[config.mk]
export PLATFORM = sky130hd
export DESIGN_NAME = uart_wake_ctrl
export DESIGN_NICKNAME = d
export VERILOG_FILES = /design/src/rtl/uart_wake_pkg.sv /design/src/rtl/uart_wake_cts_det.sv /design/src/rtl/uart_wake_flags.sv /design/src/rtl/uart_wake_out.sv /design/src/rtl/uart_wake_ctrl.sv
export SDC_FILE = /design/constraint.sdc
export NUM_CORES = 1
export LEC_CHECK = 0
export ABC_AREA = 1
export BUFFER_PORTS_ARGS = -buffer_cell sky130_fd_sc_hd__buf_2
export CAP_MARGIN = 30
export CORE_AREA = 2 2 39 41
export CTS_CLUSTER_DIAMETER = 60
export DETAILED_ROUTE_END_ITERATION = 7
export DIE_AREA = 0 0 41 43
export PLACE_DENSITY = 0.57
export SYNTH_ARGS = -nofsm -noshare
export SYNTH_HDL_FRONTEND = slang
export SYNTH_SLANG_ARGS = --single-unit
[constraint.sdc]
create_clock -name clk -period 0.8 [get_ports clk]
set_input_delay 0.24 -clock clk [delete_from_list [all_inputs] [get_ports clk]]
set_output_delay 0.24 -clock clk [all_outputs]
set_load 0.1 [all_outputs]
[src/rtl/uart_wake_pkg.sv]
package uart_wake_pkg;
   localparam int unsigned WK_NSRC = 5;

   typedef enum logic [2:0] {
      WK_CTS = 3'd0,
      WK_RXD = 3'd1,
      WK_LVL = 3'd2,
      WK_ADR = 3'd3,
      WK_TMO = 3'd4
   } wk_src_e;

   typedef logic [WK_NSRC-1:0] wk_vec_t;
endpackage

[src/rtl/uart_wake_cts_det.sv]
module uart_wake_cts_det #(
   parameter int unsigned SYNC_STAGES = 2,
   parameter bit          RST_LVL     = 1'b0
) (
   input  logic clk,
   input  logic rst_n,
   input  logic pin,
   output logic toggle
);
   localparam int unsigned TOP = SYNC_STAGES - 1;

   if (SYNC_STAGES < 2) begin : g_bad_depth
      $error("uart_wake_cts_det: SYNC_STAGES must be at least 2");
   end

   logic [SYNC_STAGES-1:0] chain;
   logic                   last;

   always_ff @(posedge clk or negedge rst_n) begin
      if (!rst_n) begin
         chain <= {SYNC_STAGES{RST_LVL}};
         last  <= RST_LVL;
      end else begin
         chain <= {chain[SYNC_STAGES-2:0], pin};
         last  <= chain[TOP];
      end
   end

   // A difference between consecutive synchronized samples is a toggle.
   assign toggle = chain[TOP] ^ last;
endmodule

[src/rtl/uart_wake_flags.sv]
module uart_wake_flags #(
   parameter int unsigned NSRC = 5
) (
   input  logic            clk,
   input  logic            rst_n,
   input  logic            pwr_down,
   input  logic [NSRC-1:0] evt,
   input  logic [NSRC-1:0] en,
   input  logic [NSRC-1:0] clr,
   output logic [NSRC-1:0] flag
);
   if (NSRC < 1) begin : g_bad_nsrc
      $error("uart_wake_flags: NSRC must be at least 1");
   end

   for (genvar i = 0; i < NSRC; i++) begin : g_flag
      logic hit;
      assign hit = evt[i] & en[i] & pwr_down;

      always_ff @(posedge clk or negedge rst_n) begin
         if (!rst_n)      flag[i] <= 1'b0;
         else if (hit)    flag[i] <= 1'b1;   // a new event wins over a clear
         else if (clr[i]) flag[i] <= 1'b0;
      end
   end
endmodule

[src/rtl/uart_wake_out.sv]
module uart_wake_out #(
   parameter int unsigned NSRC    = 5,
   parameter bit          REG_OUT = 1'b0
) (
   input  logic            clk,
   input  logic            rst_n,
   input  logic [NSRC-1:0] flag,
   input  logic            int_en,
   output logic            req,
   output logic            irq
);
   logic any_set;
   assign any_set = |flag;

   if (REG_OUT) begin : g_reg
      always_ff @(posedge clk or negedge rst_n) begin
         if (!rst_n) begin
            req <= 1'b0;
            irq <= 1'b0;
         end else begin
            req <= any_set;
            irq <= any_set & int_en;
         end
      end
   end else begin : g_comb
      assign req = any_set;
      assign irq = any_set & int_en;
   end
endmodule

[src/rtl/uart_wake_ctrl.sv]
module uart_wake_ctrl
   import uart_wake_pkg::*;
#(
   parameter int unsigned SYNC_STAGES = 2,
   parameter bit          CTS_RST_LVL = 1'b0,
   parameter bit          REG_OUT     = 1'b0
) (
   input  logic               clk,
   input  logic               rst_n,
   input  logic               pwr_down,
   input  logic               cts_pin,
   input  logic               rx_data_evt,
   input  logic               rx_lvl_evt,
   input  logic               rx_addr_evt,
   input  logic               rx_tmo_evt,
   input  logic [WK_NSRC-1:0] src_en,
   input  logic               wake_int_en,
   input  logic [WK_NSRC-1:0] sts_clr,
   output logic [WK_NSRC-1:0] wake_sts,
   output logic               wake_req,
   output logic               wake_int
);
   logic    cts_toggle;
   wk_vec_t raw_evt;

   uart_wake_cts_det #(
      .SYNC_STAGES (SYNC_STAGES),
      .RST_LVL     (CTS_RST_LVL)
   ) u_cts (
      .clk    (clk),
      .rst_n  (rst_n),
      .pin    (cts_pin),
      .toggle (cts_toggle)
   );

   always_comb begin
      raw_evt         = '0;
      raw_evt[WK_CTS] = cts_toggle;
      raw_evt[WK_RXD] = rx_data_evt;
      raw_evt[WK_LVL] = rx_lvl_evt;
      raw_evt[WK_ADR] = rx_addr_evt;
      raw_evt[WK_TMO] = rx_tmo_evt;
   end

   uart_wake_flags #(.NSRC(WK_NSRC)) u_flags (
      .clk      (clk),
      .rst_n    (rst_n),
      .pwr_down (pwr_down),
      .evt      (raw_evt),
      .en       (src_en),
      .clr      (sts_clr),
      .flag     (wake_sts)
   );

   uart_wake_out #(.NSRC(WK_NSRC), .REG_OUT(REG_OUT)) u_out (
      .clk    (clk),
      .rst_n  (rst_n),
      .flag   (wake_sts),
      .int_en (wake_int_en),
      .req    (wake_req),
      .irq    (wake_int)
   );
endmodule

==> metrics.txt, run 1 <==
# TYPE chip_impl_metric gauge
chip_impl_metric{name="hold_viol_final",unit=""} 0
chip_impl_metric{name="grt_usage",unit="%"} 10.37
chip_impl_metric{name="clock_sinks",unit=""} 8
chip_impl_metric{name="setup_viol_count_final",unit=""} 11
chip_impl_metric{name="die_area",unit="mm²"} 0.001763
chip_impl_metric{name="die_h",unit="µm"} 43
chip_impl_metric{name="layout-drive-gt1-share",unit="%"} 71.23
chip_impl_metric{name="clock-skew-final",unit="ns"} 0.00006609
chip_impl_metric{name="area_growth",unit="%"} 135.6
chip_impl_metric{name="worst_r2r_path_depth",unit=""} 4
chip_impl_metric{name="syn-instance-count",unit=""} 34
chip_impl_metric{name="syn_area_per_cell",unit="µm²"} 9.200
chip_impl_info{name="status",value="finished, violations left"} 1
chip_impl_metric{name="placed_area",unit="µm²"} 633.1
chip_impl_info{name="cts_tree",value="built"} 1
chip_impl_info{name="crit-reg2reg-launch",value="u_flags.flag[1]$_DFFE_PN0P_"} 1
chip_impl_metric{name="routed_wire_per_std_cell",unit="µm"} 9.517
chip_impl_metric{name="setup_slack",unit="ns"} -0.7262
chip_impl_metric{name="tritoncts.num_buffers",unit=""} 3
chip_impl_metric{name="mean_number_of_vias_per_cell",unit=""} 3.944
chip_impl_metric{name="floorplan.initialDensity",unit="%"} 22.60
chip_impl_metric{name="timing.critical_path.depth",unit=""} 5
chip_impl_metric{name="drt-pass1-iter-count",unit=""} 2
chip_impl_metric{name="timing.critical_path.fanout_max",unit=""} 2
chip_impl_info{name="startpoint_type",value="flop"} 1
chip_impl_metric{name="grt_first_pass_wirelength",unit="µm"} 1228
chip_impl_info{name="worstHoldPathType",value="in -> reg"} 1
chip_impl_metric{name="clock_path_buffers",unit=""} 2
chip_impl_metric{name="crit_path_max_incr_delay",unit="ns"} 0.49
chip_impl_metric{name="std_cell_rows",unit=""} 14
chip_impl_metric{name="final.min_clock_period",unit="ns"} 1.526
chip_impl_metric{name="design.portCount",unit=""} 26
chip_impl_metric{name="cts.htree.levels",unit=""} 1
chip_impl_metric{name="clk_pin_slew_worst_paths",unit="ns"} 0.06
chip_impl_metric{name="total_power",unit="mW"} 1.400
chip_impl_metric{name="antenna_violations_before_repair",unit=""} 0
chip_impl_metric{name="maxCapViolCount",unit=""} 0
chip_impl_metric{name="design.core.area",unit="mm²"} 0.001384
chip_impl_metric{name="synth.cell_area",unit="µm²"} 312.8
chip_impl_metric{name="clock_latency",unit="ns"} 0.24
chip_impl_metric{name="insertedDiodeCount",unit=""} 0
chip_impl_metric{name="number_of_global_route_vias_before_repair",unit=""} 337
chip_impl_metric{name="die_x",unit="µm"} 41
chip_impl_metric{name="power_leakage",unit="nW"} 0.3604
chip_impl_info{name="hold_start",value="cts_pin"} 1
chip_impl_info{name="final_cell_mix",value="19 x sky130_fd_sc_hd__buf_2, 6 x sky130_fd_sc_hd__buf_12, 6 x sky130_fd_sc_hd__buf_6, 5 x sky130_fd_sc_hd__nand2_1, 5 x sky130_fd_sc_hd__dfrtp_4"} 1
chip_impl_metric{name="postRouteAntennaNets",unit=""} 0
chip_impl_metric{name="dr.first_iter.drc_count",unit=""} 4
chip_impl_info{name="critical_path_class",value="reg -> out"} 1
chip_impl_metric{name="synthesis.nets",unit=""} 53
chip_impl_metric{name="hpwlAfterDp",unit="µm"} 637.5
chip_impl_metric{name="crit_buf_inv",unit=""} 2
chip_impl_metric{name="grt_start_max_net_pins",unit=""} 9
chip_impl_metric{name="global_route.overflow_total",unit=""} 0
chip_impl_info{name="most_common_cell_after_layout_fill_and_taps_aside",value="sky130_fd_sc_hd__buf_2"} 1
chip_impl_metric{name="postRouteWirelength",unit="µm"} 847
chip_impl_metric{name="ys_seq_elements",unit=""} 8
chip_impl_metric{name="vias",unit=""} 351
chip_impl_metric{name="synth_sequential_area_ratio",unit="%"} 64.00
chip_impl_metric{name="design_area",unit="µm²"} 737.0
chip_impl_metric{name="yosysUniqueCellTypes",unit=""} 7
chip_impl_metric{name="routabilityCongestion",unit=""} 0.6158
chip_impl_metric{name="reg2reg_setup_slack",unit="ns"} -0.14
chip_impl_metric{name="final_min_period_over_clock_period",unit="%"} 190.8
chip_impl_metric{name="yosysWarnings",unit=""} 0
chip_impl_info{name="crit_path_end",value="wake_int"} 1
chip_impl_metric{name="worst_slew_margin_rel",unit="%"} 67.17
chip_impl_metric{name="slew_viol_final",unit=""} 0
chip_impl_metric{name="required",unit="ns"} 0.56
chip_impl_info{name="rsz0062_at_grt",value="yes"} 1
chip_impl_info{name="violations",value="negative setup slack"} 1
chip_impl_metric{name="powerDensity",unit="mW/mm²"} 1899
chip_impl_metric{name="critical_path_arrival",unit="ns"} 1.29
chip_impl_metric{name="worst_slew_pin_slew",unit="ns"} 0.4958
chip_impl_info{name="worstSetupStartpoint",value="u_flags.flag[2]$_DFFE_PN0P_"} 1
chip_impl_info{name="root_buffer",value="sky130_fd_sc_hd__clkbuf_4"} 1
chip_impl_info{name="cp_cell_sequence",value="nor2_4 -> nand3_4 -> nand2_2 -> clkinvlp_4 -> buf_12"} 1
chip_impl_info{name="slowest_stage",value="sky130_fd_sc_hd__dfrtp_4"} 1
chip_impl_info{name="r2r-end",value="u_flags.flag[1]$_DFFE_PN0P_"} 1
chip_impl_metric{name="max_clock_freq",unit="MHz"} 655.2
chip_impl_info{name="endpoint_kind",value="output pin"} 1
chip_impl_metric{name="irDropWorstVdd",unit="mV"} 1.026
chip_impl_metric{name="route.detailed.drc",unit=""} 0
chip_impl_info{name="path_delay_family",value="flip-flops"} 1
chip_impl_metric{name="port-buffer-count",unit=""} 25
chip_impl_metric{name="final_nets",unit=""} 93
[stage by stage]
step,util [%],instances,TNS (ns),setup slack [ns],hold slack [ns]
3_5_place_dp,45.75,81,-2.164,-0.5387,0.09227
2_1_floorplan,-,34,-2.202,-1.128,-0.05559
6_report,53.25,89,-4.503,-0.7262,0.1062
5_1_grt,53.25,89,-4.835,-0.7661,0.08159
4_1_cts,53.25,89,-4.466,-0.7259,0.09477
3_3_place_gp,45.75,81,-2.129,-0.5314,0.08723
[layout make-up]
class | instances | area [µm²]
timing repair buffer | 35 | 315.3
tap | 16 | 20.02
fill | 141 | 646.9
sequential | 8 | 219.0
inverter | 8 | 36.28
clock buffer | 4 | 26.28
multi-input combinational | 18 | 120.1
[sequential cells by signal (all words and copies together), names as in the netlist]
signal / flops
u_flags.flag: 5
u_cts.last: 1
u_cts.chain: 2
[synthesized netlist by cell type]
master                     n  area share, %
sky130_fd_sc_hd__dfrtp_1   8             64
sky130_fd_sc_hd__inv_1     8            9.6
sky130_fd_sc_hd__nand2_1   6            7.2
sky130_fd_sc_hd__nand3_1   5            8.0
sky130_fd_sc_hd__o21ai_0   4            6.4
sky130_fd_sc_hd__nor2_1    2            2.4
sky130_fd_sc_hd__nand3b_1  1            2.4
[repair_timing]
| action | in CTS | in global routing |
|---|---|---|
| hold buffers | 1 | 0 |
| setup buffers | 3 | 3 |
| gates resized for setup | 12 | 4 |
| endpoints found under the hold margin | 8 | 0 |
| endpoints found under the setup margin | 12 | 12 |
| cloned | 0 | 0 |
| pin swaps | 3 | 1 |
[kinds of logic (layout without fill, tap and decap cells)]
group           after synthesis  count (layout)  synth area share [%]
flops                         8               8                 64.00
buf+inv                       8              47                 9.600
simple gates                 14              14                 20.00
compound gates                4               4                 6.400
[how the worst min path moves through the flow]
stage,end,slack (ns),cells past startpoint
2_1_floorplan,u_cts.chain[0]$_DFF_PN0_,-0.06,0
4_1_cts,u_cts.chain[0]$_DFF_PN0_,0.09,1
6_report,u_cts.chain[0]$_DFF_PN0_,0.11,1
5_1_grt,u_cts.chain[0]$_DFF_PN0_,0.08,1
3_5_place_dp,u_flags.flag[0]$_DFFE_PN0P_,0.09,1
3_3_place_gp,u_flags.flag[0]$_DFFE_PN0P_,0.09,1
[routing by layer]
layer	vias up	wire [µm]	share of wire, %	track usage (%)
met5	-	0	0	0
met4	0	0	0	4.000
met3	0	81	9.6	3.141
met2	20	418	49	17.50
met1	150	347	41	11.37
li1	181	-	-	-
[report_power, final]
group / total, mW / internal, mW / switching (mW) / leakage [nW]
Combinational: 0.603 / 0.239 / 0.364 / 0.253
Clock: 0.323 / 0.190 / 0.133 / 0.0150
Sequential: 0.474 / 0.447 / 0.0269 / 0.0924
Total: 1.40 / 0.876 / 0.523 / 0.360
Note: power is estimated with default switching activity, not from simulation.
==> inputs of run 2 (changes only) <==
--- a/config.mk
+++ b/config.mk
@@ -8,11 +8,13 @@
 export ABC_AREA = 1
 export BUFFER_PORTS_ARGS = -buffer_cell sky130_fd_sc_hd__buf_2
 export CAP_MARGIN = 30
-export CORE_AREA = 2 2 39 41
+export CELL_PAD_IN_SITES_DETAIL_PLACEMENT = 1
+export CELL_PAD_IN_SITES_GLOBAL_PLACEMENT = 1
+export CORE_MARGIN = 2
+export CORE_UTILIZATION = 20
 export CTS_CLUSTER_DIAMETER = 60
 export DETAILED_ROUTE_END_ITERATION = 7
-export DIE_AREA = 0 0 41 43
-export PLACE_DENSITY = 0.57
+export PLACE_DENSITY = 0.69
 export SYNTH_ARGS = -nofsm -noshare
 export SYNTH_HDL_FRONTEND = slang
 export SYNTH_SLANG_ARGS = --single-unit
==> run 2 against run 1 <==
Net effect: the run still ends with negative setup slack left; sequential share of layout area is 0.74 points lower; register-to-register slack worse by 0.03 ns; clock skew hardly changed; critical endpoint unchanged; largest cell class unchanged; global-route usage is 1.7 points higher.
==> metrics.txt, run 2 (same netlist as run 1, synthesis figures left out) <==
# TYPE chip_impl_metric gauge
chip_impl_metric{name="layout-drive-gt1-share",unit="%"} 69.86
chip_impl_metric{name="postRouteAntennaNets",unit=""} 0
chip_impl_metric{name="timing.critical_path.fanout_max",unit=""} 2
chip_impl_info{name="root_buffer",value="sky130_fd_sc_hd__clkbuf_4"} 1
chip_impl_metric{name="worst_slew_pin_slew",unit="ns"} 0.1941
chip_impl_metric{name="cts.htree.levels",unit=""} 1
chip_impl_metric{name="routabilityCongestion",unit=""} 0.7035
chip_impl_info{name="max_flop_register",value="u_flags.flag"} 1
chip_impl_metric{name="drt-pass1-iter-count",unit=""} 1
chip_impl_metric{name="largest_register_ffs",unit=""} 5
chip_impl_metric{name="antenna_violations_before_repair",unit=""} 0
chip_impl_metric{name="global_route.overflow_total",unit=""} 0
chip_impl_metric{name="final_nets",unit=""} 93
chip_impl_info{name="status",value="finished, violations left"} 1
chip_impl_metric{name="number_of_global_route_vias_before_repair",unit=""} 406
chip_impl_metric{name="final_sum_of_negative_setup_slack",unit="ns"} -4.369
chip_impl_metric{name="worst_slew_margin_rel",unit="%"} 87.06
chip_impl_metric{name="die_area",unit="mm²"} 0.001896
chip_impl_metric{name="grt_usage",unit="%"} 12.03
chip_impl_metric{name="crit_path_max_incr_delay",unit="ns"} 0.49
chip_impl_metric{name="std_cell_rows",unit=""} 14
chip_impl_info{name="cts_tree",value="built"} 1
chip_impl_metric{name="die_x",unit="µm"} 43.55
chip_impl_metric{name="port-buffer-count",unit=""} 25
chip_impl_info{name="crit-reg2reg-launch",value="u_flags.flag[2]$_DFFE_PN0P_"} 1
chip_impl_metric{name="design.portCount",unit=""} 26
chip_impl_info{name="worstHoldPathType",value="in -> reg"} 1
chip_impl_metric{name="worst_r2r_path_depth",unit=""} 4
chip_impl_metric{name="insertedDiodeCount",unit=""} 0
chip_impl_metric{name="netSwitchingFraction",unit="%"} 37.78
chip_impl_metric{name="area_growth",unit="%"} 141.6
chip_impl_metric{name="clock_latency",unit="ns"} 0.24
chip_impl_metric{name="final_cells",unit=""} 89
chip_impl_metric{name="power_leakage",unit="nW"} 0.3695
chip_impl_metric{name="hold_viol_final",unit=""} 0
chip_impl_info{name="most_common_cell_after_layout_fill_and_taps_aside",value="sky130_fd_sc_hd__buf_2"} 1
chip_impl_metric{name="irDropWorstVdd",unit="mV"} 1.017
chip_impl_metric{name="critical_path_arrival",unit="ns"} 1.29
chip_impl_info{name="r2r-end",value="u_flags.flag[2]$_DFFE_PN0P_"} 1
chip_impl_metric{name="grt_start_max_net_pins",unit=""} 9
chip_impl_info{name="crit_path_end",value="wake_int"} 1
chip_impl_metric{name="fill_cells",unit=""} 174
chip_impl_info{name="critical_path_class",value="reg -> out"} 1
chip_impl_metric{name="clock_path_buffers",unit=""} 2
chip_impl_info{name="endpoint_kind",value="output pin"} 1
chip_impl_metric{name="setup_slack",unit="ns"} -0.7341
chip_impl_metric{name="route.detailed.drc",unit=""} 0
chip_impl_metric{name="vias",unit=""} 370
chip_impl_metric{name="die_h",unit="µm"} 43.55
chip_impl_metric{name="final.min_clock_period",unit="ns"} 1.534
chip_impl_info{name="startpoint_type",value="flop"} 1
chip_impl_metric{name="internal_power_of_the_cells",unit="mW"} 0.9032
chip_impl_metric{name="slew_viol_final",unit=""} 0
chip_impl_metric{name="clock_sinks",unit=""} 8
chip_impl_metric{name="setup_viol_count_final",unit=""} 12
chip_impl_metric{name="clk_pin_slew_worst_paths",unit="ns"} 0.06
chip_impl_info{name="violations",value="negative setup slack"} 1
chip_impl_metric{name="routed_wire_per_std_cell",unit="µm"} 11.78
chip_impl_info{name="final_cell_mix",value="18 x sky130_fd_sc_hd__buf_2, 7 x sky130_fd_sc_hd__buf_12"} 1
chip_impl_metric{name="max_clock_freq",unit="MHz"} 651.8
chip_impl_metric{name="mean_number_of_vias_per_cell",unit=""} 4.157
chip_impl_metric{name="clock-skew-final",unit="ns"} 0.00006473
chip_impl_metric{name="share_of_power_burned_in_the_clock_network",unit="%"} 23.0
chip_impl_info{name="path_delay_family",value="flip-flops"} 1
chip_impl_metric{name="grt_first_pass_wirelength",unit="µm"} 1628
chip_impl_metric{name="reg2reg_setup_slack",unit="ns"} -0.17
chip_impl_metric{name="powerDensity",unit="mW/mm²"} 1921
chip_impl_metric{name="timing.critical_path.depth",unit=""} 5
chip_impl_metric{name="tritoncts.num_buffers",unit=""} 3
chip_impl_metric{name="final_core_util",unit="%"} 50.76
chip_impl_info{name="worstSetupStartpoint",value="u_flags.flag[2]$_DFFE_PN0P_"} 1
chip_impl_metric{name="crit_buf_inv",unit=""} 2
chip_impl_metric{name="hpwlAfterDp",unit="µm"} 829.2
chip_impl_metric{name="p_seq_share",unit="%"} 32.7
chip_impl_metric{name="placedCellCount",unit=""} 81
chip_impl_metric{name="postRouteWirelength",unit="µm"} 1048
chip_impl_metric{name="design.core.area",unit="mm²"} 0.001489
chip_impl_metric{name="maxCapViolCount",unit=""} 0
chip_impl_metric{name="dr.first_iter.drc_count",unit=""} 0
chip_impl_info{name="slowest_stage",value="sky130_fd_sc_hd__dfrtp_4"} 1
chip_impl_metric{name="required",unit="ns"} 0.56
chip_impl_info{name="largest_registers",value="u_flags.flag (5), u_cts.chain (2), u_cts.last (1)"} 1
chip_impl_metric{name="final_min_period_over_clock_period",unit="%"} 191.8
chip_impl_metric{name="share_comb_of_total_power",unit="%"} 44.3
chip_impl_info{name="rsz0062_at_grt",value="yes"} 1
chip_impl_info{name="cp_cell_sequence",value="nor2_4 -> nand3_4 -> nand2_4 -> clkinvlp_4 -> buf_12"} 1
chip_impl_metric{name="power.net_switching",unit="mW"} 0.5484
chip_impl_metric{name="floorplan.initialDensity",unit="%"} 21.01
==> run 2: changes by cell type in the layout (fill, tap and decap cells not counted) <==
cell,delta
sky130_fd_sc_hd__nand2_2,-1
sky130_fd_sc_hd__buf_2,-1
sky130_fd_sc_hd__inv_1,+1
sky130_fd_sc_hd__inv_2,-2
sky130_fd_sc_hd__buf_6,-1
sky130_fd_sc_hd__buf_4,+1
sky130_fd_sc_hd__nand2_4,+1
sky130_fd_sc_hd__inv_4,+1
sky130_fd_sc_hd__buf_12,+1
==> run 2: repair_timing <==
| item | CTS | global route |
|---|---|---|
| endpoints found under the hold margin | 8 | 0 |
| pin swaps | 0 | 3 |
| gates resized for setup | 11 | 7 |
| buffers inserted | 4 | 2 |
| hold buffers | 1 | 0 |
| endpoints found under the setup margin | 12 | 12 |
==> run 2: how the worst min path moves through the flow <==
| stage | slack [ns] | from | depth (start not counted) | to |
|---|---|---|---|---|
| finish | 0.10 | cts_pin | 1 | u_cts.chain[0]$_DFF_PN0_ |
| global route | 0.08 | cts_pin | 1 | u_cts.chain[0]$_DFF_PN0_ |
| CTS | 0.09 | cts_pin | 1 | u_cts.chain[0]$_DFF_PN0_ |
| detailed placement | 0.1 | rst_n | 1 | u_cts.chain[0]$_DFF_PN0_ |
| global placement | 0.09 | rst_n | 1 | u_cts.chain[0]$_DFF_PN0_ |
| floorplan | -0.06 | rst_n | 0 | u_cts.chain[0]$_DFF_PN0_ |
==> run 2: layer usage <==
metal | global-route usage (%) | wire, µm | vias to the layer above
li1 | - | - | 182
met1 | 12.76 | 354 | 168
met2 | 20.29 | 601 | 20
met3 | 2.917 | 92 | 0
met4 | 9.091 | 0 | 0
met5 | 0 | 0 | -
==> run 2: power by group through the flow <==
stage / Clock, mW / Sequential, mW / Combinational [mW]
finish: 0.334 / 0.475 / 0.643
floorplan: 0 / 0.637 / 0.168
global placement: 0 / 0.479 / 0.532
global route: 0.374 / 0.479 / 0.674
detailed placement: 0 / 0.483 / 0.543
CTS: 0.349 / 0.475 / 0.614
==> run 2: final cells by class <==
| class | instances | area [µm²] | share of cell area, % |
|---|---|---|---|
| Multi-Input combinational cell | 18 | 125.1 | 16.56 |
| Timing Repair Buffer | 35 | 326.6 | 43.21 |
| Inverter | 8 | 38.79 | 5.132 |
| Tap cell | 16 | 20.02 | 2.649 |
| Clock buffer | 4 | 26.28 | 3.477 |
| Sequential cell | 8 | 219.0 | 28.97 |
==> run 2: stage by stage <==
| stage | hold WS [ns] | power [mW] | cell area, µm² | worst slack [ns] |
|---|---|---|---|---|
| floorplan | -0.05559 | 0.8053 | 367.9 | -1.128 |
| global placement | 0.08974 | 1.010 | 633.1 | -0.5303 |
| detailed placement | 0.09783 | 1.026 | 633.1 | -0.5556 |
| CTS | 0.09350 | 1.438 | 724.4 | -0.7517 |
| global route | 0.08263 | 1.526 | 755.7 | -0.7932 |
| finish | 0.1030 | 1.452 | 755.7 | -0.7341 |
==> inputs of run 3 (changes only) <==
--- a/config.mk
+++ b/config.mk
@@ -13,7 +13,9 @@
 export CORE_MARGIN = 2
 export CORE_UTILIZATION = 20
 export CTS_CLUSTER_DIAMETER = 60
+export CTS_CLUSTER_SIZE = 8
 export DETAILED_ROUTE_END_ITERATION = 7
+export HOLD_SLACK_MARGIN = 0.1
 export PLACE_DENSITY = 0.69
 export SYNTH_ARGS = -nofsm -noshare
 export SYNTH_HDL_FRONTEND = slang
==> constraint.sdc (replaced) <==
create_clock -name clk -period 0.8 [get_ports clk]
set_input_delay 0.08 -clock clk [delete_from_list [all_inputs] [get_ports clk]]
set_output_delay 0.08 -clock clk [all_outputs]
set_load 0.1 [all_outputs]
==> run 3 against run 2 <==
Net effect: the run still ends with negative setup slack left; clock skew about the same; clock-buffer cell count unchanged; final area increased by 23%; critical path type unchanged.
==> metrics.txt, run 3 (same netlist as run 1, synthesis figures left out) <==
# TYPE chip_impl_metric gauge
chip_impl_info{name="violations",value="negative setup slack"} 1
chip_impl_metric{name="design_area",unit="µm²"} 927.1
chip_impl_metric{name="tritoncts.num_buffers",unit=""} 3
chip_impl_info{name="path_delay_family",value="flip-flops"} 1
chip_impl_metric{name="final_nets",unit=""} 110
chip_impl_metric{name="vias",unit=""} 460
chip_impl_metric{name="clock-skew-final",unit="ns"} 0.00007280
chip_impl_metric{name="powerDensity",unit="mW/mm²"} 1643
chip_impl_metric{name="power_leakage",unit="nW"} 0.4428
chip_impl_metric{name="critical_path_arrival",unit="ns"} 1.28
chip_impl_metric{name="m1_wire_length",unit="µm"} 506
chip_impl_metric{name="mean_number_of_vias_per_cell",unit=""} 4.340
chip_impl_metric{name="hold_viol_final",unit=""} 0
chip_impl_info{name="status",value="finished, violations left"} 1
chip_impl_metric{name="global_route.overflow_total",unit=""} 0
chip_impl_metric{name="grt_start_max_net_pins",unit=""} 9
chip_impl_info{name="root_buffer",value="sky130_fd_sc_hd__clkbuf_4"} 1
chip_impl_info{name="slowest_stage",value="sky130_fd_sc_hd__dfrtp_4"} 1
chip_impl_metric{name="antenna_violations_before_repair",unit=""} 0
chip_impl_metric{name="clock_path_buffers",unit=""} 2
chip_impl_info{name="cp_cell_sequence",value="nor2_4 -> nand3_4 -> nand2_4 -> clkinvlp_4 -> buf_12"} 1
chip_impl_info{name="final_cell_mix",value="18 x sky130_fd_sc_hd__buf_2, 17 x sky130_fd_sc_hd__dlygate4sd3_1, 7 x sky130_fd_sc_hd__buf_12"} 1
chip_impl_metric{name="required",unit="ns"} 0.72
chip_impl_metric{name="layout-drive-gt1-share",unit="%"} 60.00
chip_impl_metric{name="maxCapViolCount",unit=""} 0
chip_impl_metric{name="die_x",unit="µm"} 43.55
chip_impl_info{name="worstSetupStartpoint",value="u_flags.flag[2]$_DFFE_PN0P_"} 1
chip_impl_info{name="hold_start",value="pwr_down"} 1
chip_impl_metric{name="met2_wirelength",unit="µm"} 871
chip_impl_metric{name="slew_viol_final",unit=""} 0
chip_impl_metric{name="postRouteWirelength",unit="µm"} 1515
chip_impl_metric{name="met3WireLength",unit="µm"} 105
chip_impl_metric{name="largest_register_ffs",unit=""} 5
chip_impl_metric{name="final_sum_of_negative_setup_slack",unit="ns"} -3.367
chip_impl_metric{name="placedCellCount",unit=""} 81
chip_impl_metric{name="setup_slack",unit="ns"} -0.5629
chip_impl_metric{name="worst_slew_margin_rel",unit="%"} 87.72
chip_impl_metric{name="drt-pass1-iter-count",unit=""} 1
chip_impl_info{name="startpoint_type",value="flop"} 1
chip_impl_metric{name="hpwlAfterDp",unit="µm"} 829.2
chip_impl_info{name="endpoint_kind",value="output pin"} 1
chip_impl_metric{name="final_cells",unit=""} 106
chip_impl_metric{name="placed_area",unit="µm²"} 633.1
chip_impl_info{name="crit-reg2reg-launch",value="u_flags.flag[2]$_DFFE_PN0P_"} 1
chip_impl_metric{name="clk_pin_slew_worst_paths",unit="ns"} 0.06
chip_impl_metric{name="setup_viol_count_final",unit=""} 12
chip_impl_metric{name="grt_usage",unit="%"} 18.78
chip_impl_metric{name="cts.htree.levels",unit=""} 1
chip_impl_metric{name="std_cell_rows",unit=""} 14
chip_impl_metric{name="irDropWorstVdd",unit="mV"} 1.050
chip_impl_metric{name="design.portCount",unit=""} 26
chip_impl_metric{name="routed_wire_per_std_cell",unit="µm"} 14.29
chip_impl_metric{name="clock_latency",unit="ns"} 0.24
chip_impl_metric{name="die_area",unit="mm²"} 0.001896
chip_impl_metric{name="final_min_period_over_clock_period",unit="%"} 170.4
chip_impl_metric{name="clock_sinks",unit=""} 8
chip_impl_metric{name="max_clock_freq",unit="MHz"} 733.7
chip_impl_info{name="critical_path_class",value="reg -> out"} 1
chip_impl_metric{name="die_h",unit="µm"} 43.55
chip_impl_metric{name="floorplan.initialDensity",unit="%"} 21.01
chip_impl_metric{name="pre_cts_ws",unit="ns"} -0.3956
chip_impl_info{name="route.top_layer_used",value="met4"} 1
chip_impl_metric{name="port-buffer-count",unit=""} 25
chip_impl_metric{name="grt_first_pass_wirelength",unit="µm"} 2442
chip_impl_info{name="max_flop_register",value="u_flags.flag"} 1
chip_impl_metric{name="area_growth",unit="%"} 196.4
chip_impl_metric{name="routabilityCongestion",unit=""} 0.7035
chip_impl_info{name="rsz0062_at_grt",value="yes"} 1
chip_impl_metric{name="crit_buf_inv",unit=""} 2
chip_impl_metric{name="route.detailed.drc",unit=""} 0
chip_impl_metric{name="dr.first_iter.drc_count",unit=""} 0
chip_impl_metric{name="final.min_clock_period",unit="ns"} 1.363
chip_impl_metric{name="worst_slew_pin_slew",unit="ns"} 0.1841
chip_impl_metric{name="crit_path_max_incr_delay",unit="ns"} 0.49
chip_impl_metric{name="number_of_global_route_vias_before_repair",unit=""} 551
chip_impl_metric{name="postRouteAntennaNets",unit=""} 0
chip_impl_metric{name="insertedDiodeCount",unit=""} 0
chip_impl_info{name="cts_tree",value="built"} 1
chip_impl_info{name="worstHoldPathType",value="in -> reg"} 1
chip_impl_metric{name="fill_cells",unit=""} 156
chip_impl_info{name="most_common_cell_after_layout_fill_and_taps_aside",value="sky130_fd_sc_hd__buf_2"} 1
chip_impl_metric{name="design.core.area",unit="mm²"} 0.001489
chip_impl_info{name="largest_registers",value="u_flags.flag (5), u_cts.chain (2), u_cts.last (1)"} 1
chip_impl_metric{name="timing.critical_path.fanout_max",unit=""} 2
==> run 3: per-stage QoR <==
stage / utilization, % / power, mW / hold WS [ns]
floorplan: - / 0.8053 / -0.2156
finish: 62.27 / 1.523 / 0.1138
detailed placement: 42.52 / 1.026 / -0.06217
global placement: 42.52 / 1.010 / -0.07026
global route: 62.27 / 1.596 / 0.1326
CTS: 59.41 / 1.498 / 0.1083
==> run 3: path summary, 6_finish.rpt <==
kind                                               end  slack, ns  cells after the start
hold / removal             u_flags.flag[4]$_DFFE_PN0P_       0.11                      3
setup / recovery                              wake_int      -0.56                      5
min in group asynchronous  u_flags.flag[2]$_DFFE_PN0P_       0.20                      2
max in group asynchronous  u_flags.flag[0]$_DFFE_PN0P_       0.40                      2
setup reg to reg           u_flags.flag[2]$_DFFE_PN0P_      -0.19                      4
hold reg to reg               u_cts.chain[1]$_DFF_PN0_       0.36                      0
==> run 3: cell type report <==
cell class                      instances  area (µm²)  share of cell area, %
Clock buffer                            4       26.28                  2.834
Sequential cell                         8       219.0                  23.62
Timing Repair Buffer                   52       494.2                  53.31
Tap cell                               16       20.02                  2.159
Multi-Input combinational cell         18       128.9                  13.90
Inverter                                8       38.79                  4.184
==> run 3: metal layers <==
layer  vias to the layer above  global-route usage [%]
met5                         -                       0
met4                         0                   9.091
met3                         4                   4.583
met2                        26                   38.24
met1                       213                   16.27
li1                        217                       -
==> run 3: power breakdown <==
| part | internal [mW] | switching (mW) |
|---|---|---|
| Clock | 0.191 | 0.133 |
| Sequential | 0.447 | 0.0289 |
| Combinational | 0.323 | 0.400 |
==> run 3: timing repair <==
| item | 4_1_cts | 5_1_grt |
|---|---|---|
| resized for setup | 11 | 9 |
| hold buffers | 17 | 0 |
| setup endpoints to repair | 12 | 12 |
| endpoints found under the hold margin | 14 | 0 |
| pin swaps | 0 | 4 |
| buffers inserted | 4 | 3 |
==> run 3: tightest hold or removal path: stages <==
cell,delay (ns)
sky130_fd_sc_hd__buf_2,0.12
sky130_fd_sc_hd__nand3_1,0.08
sky130_fd_sc_hd__o21ai_2,0.05
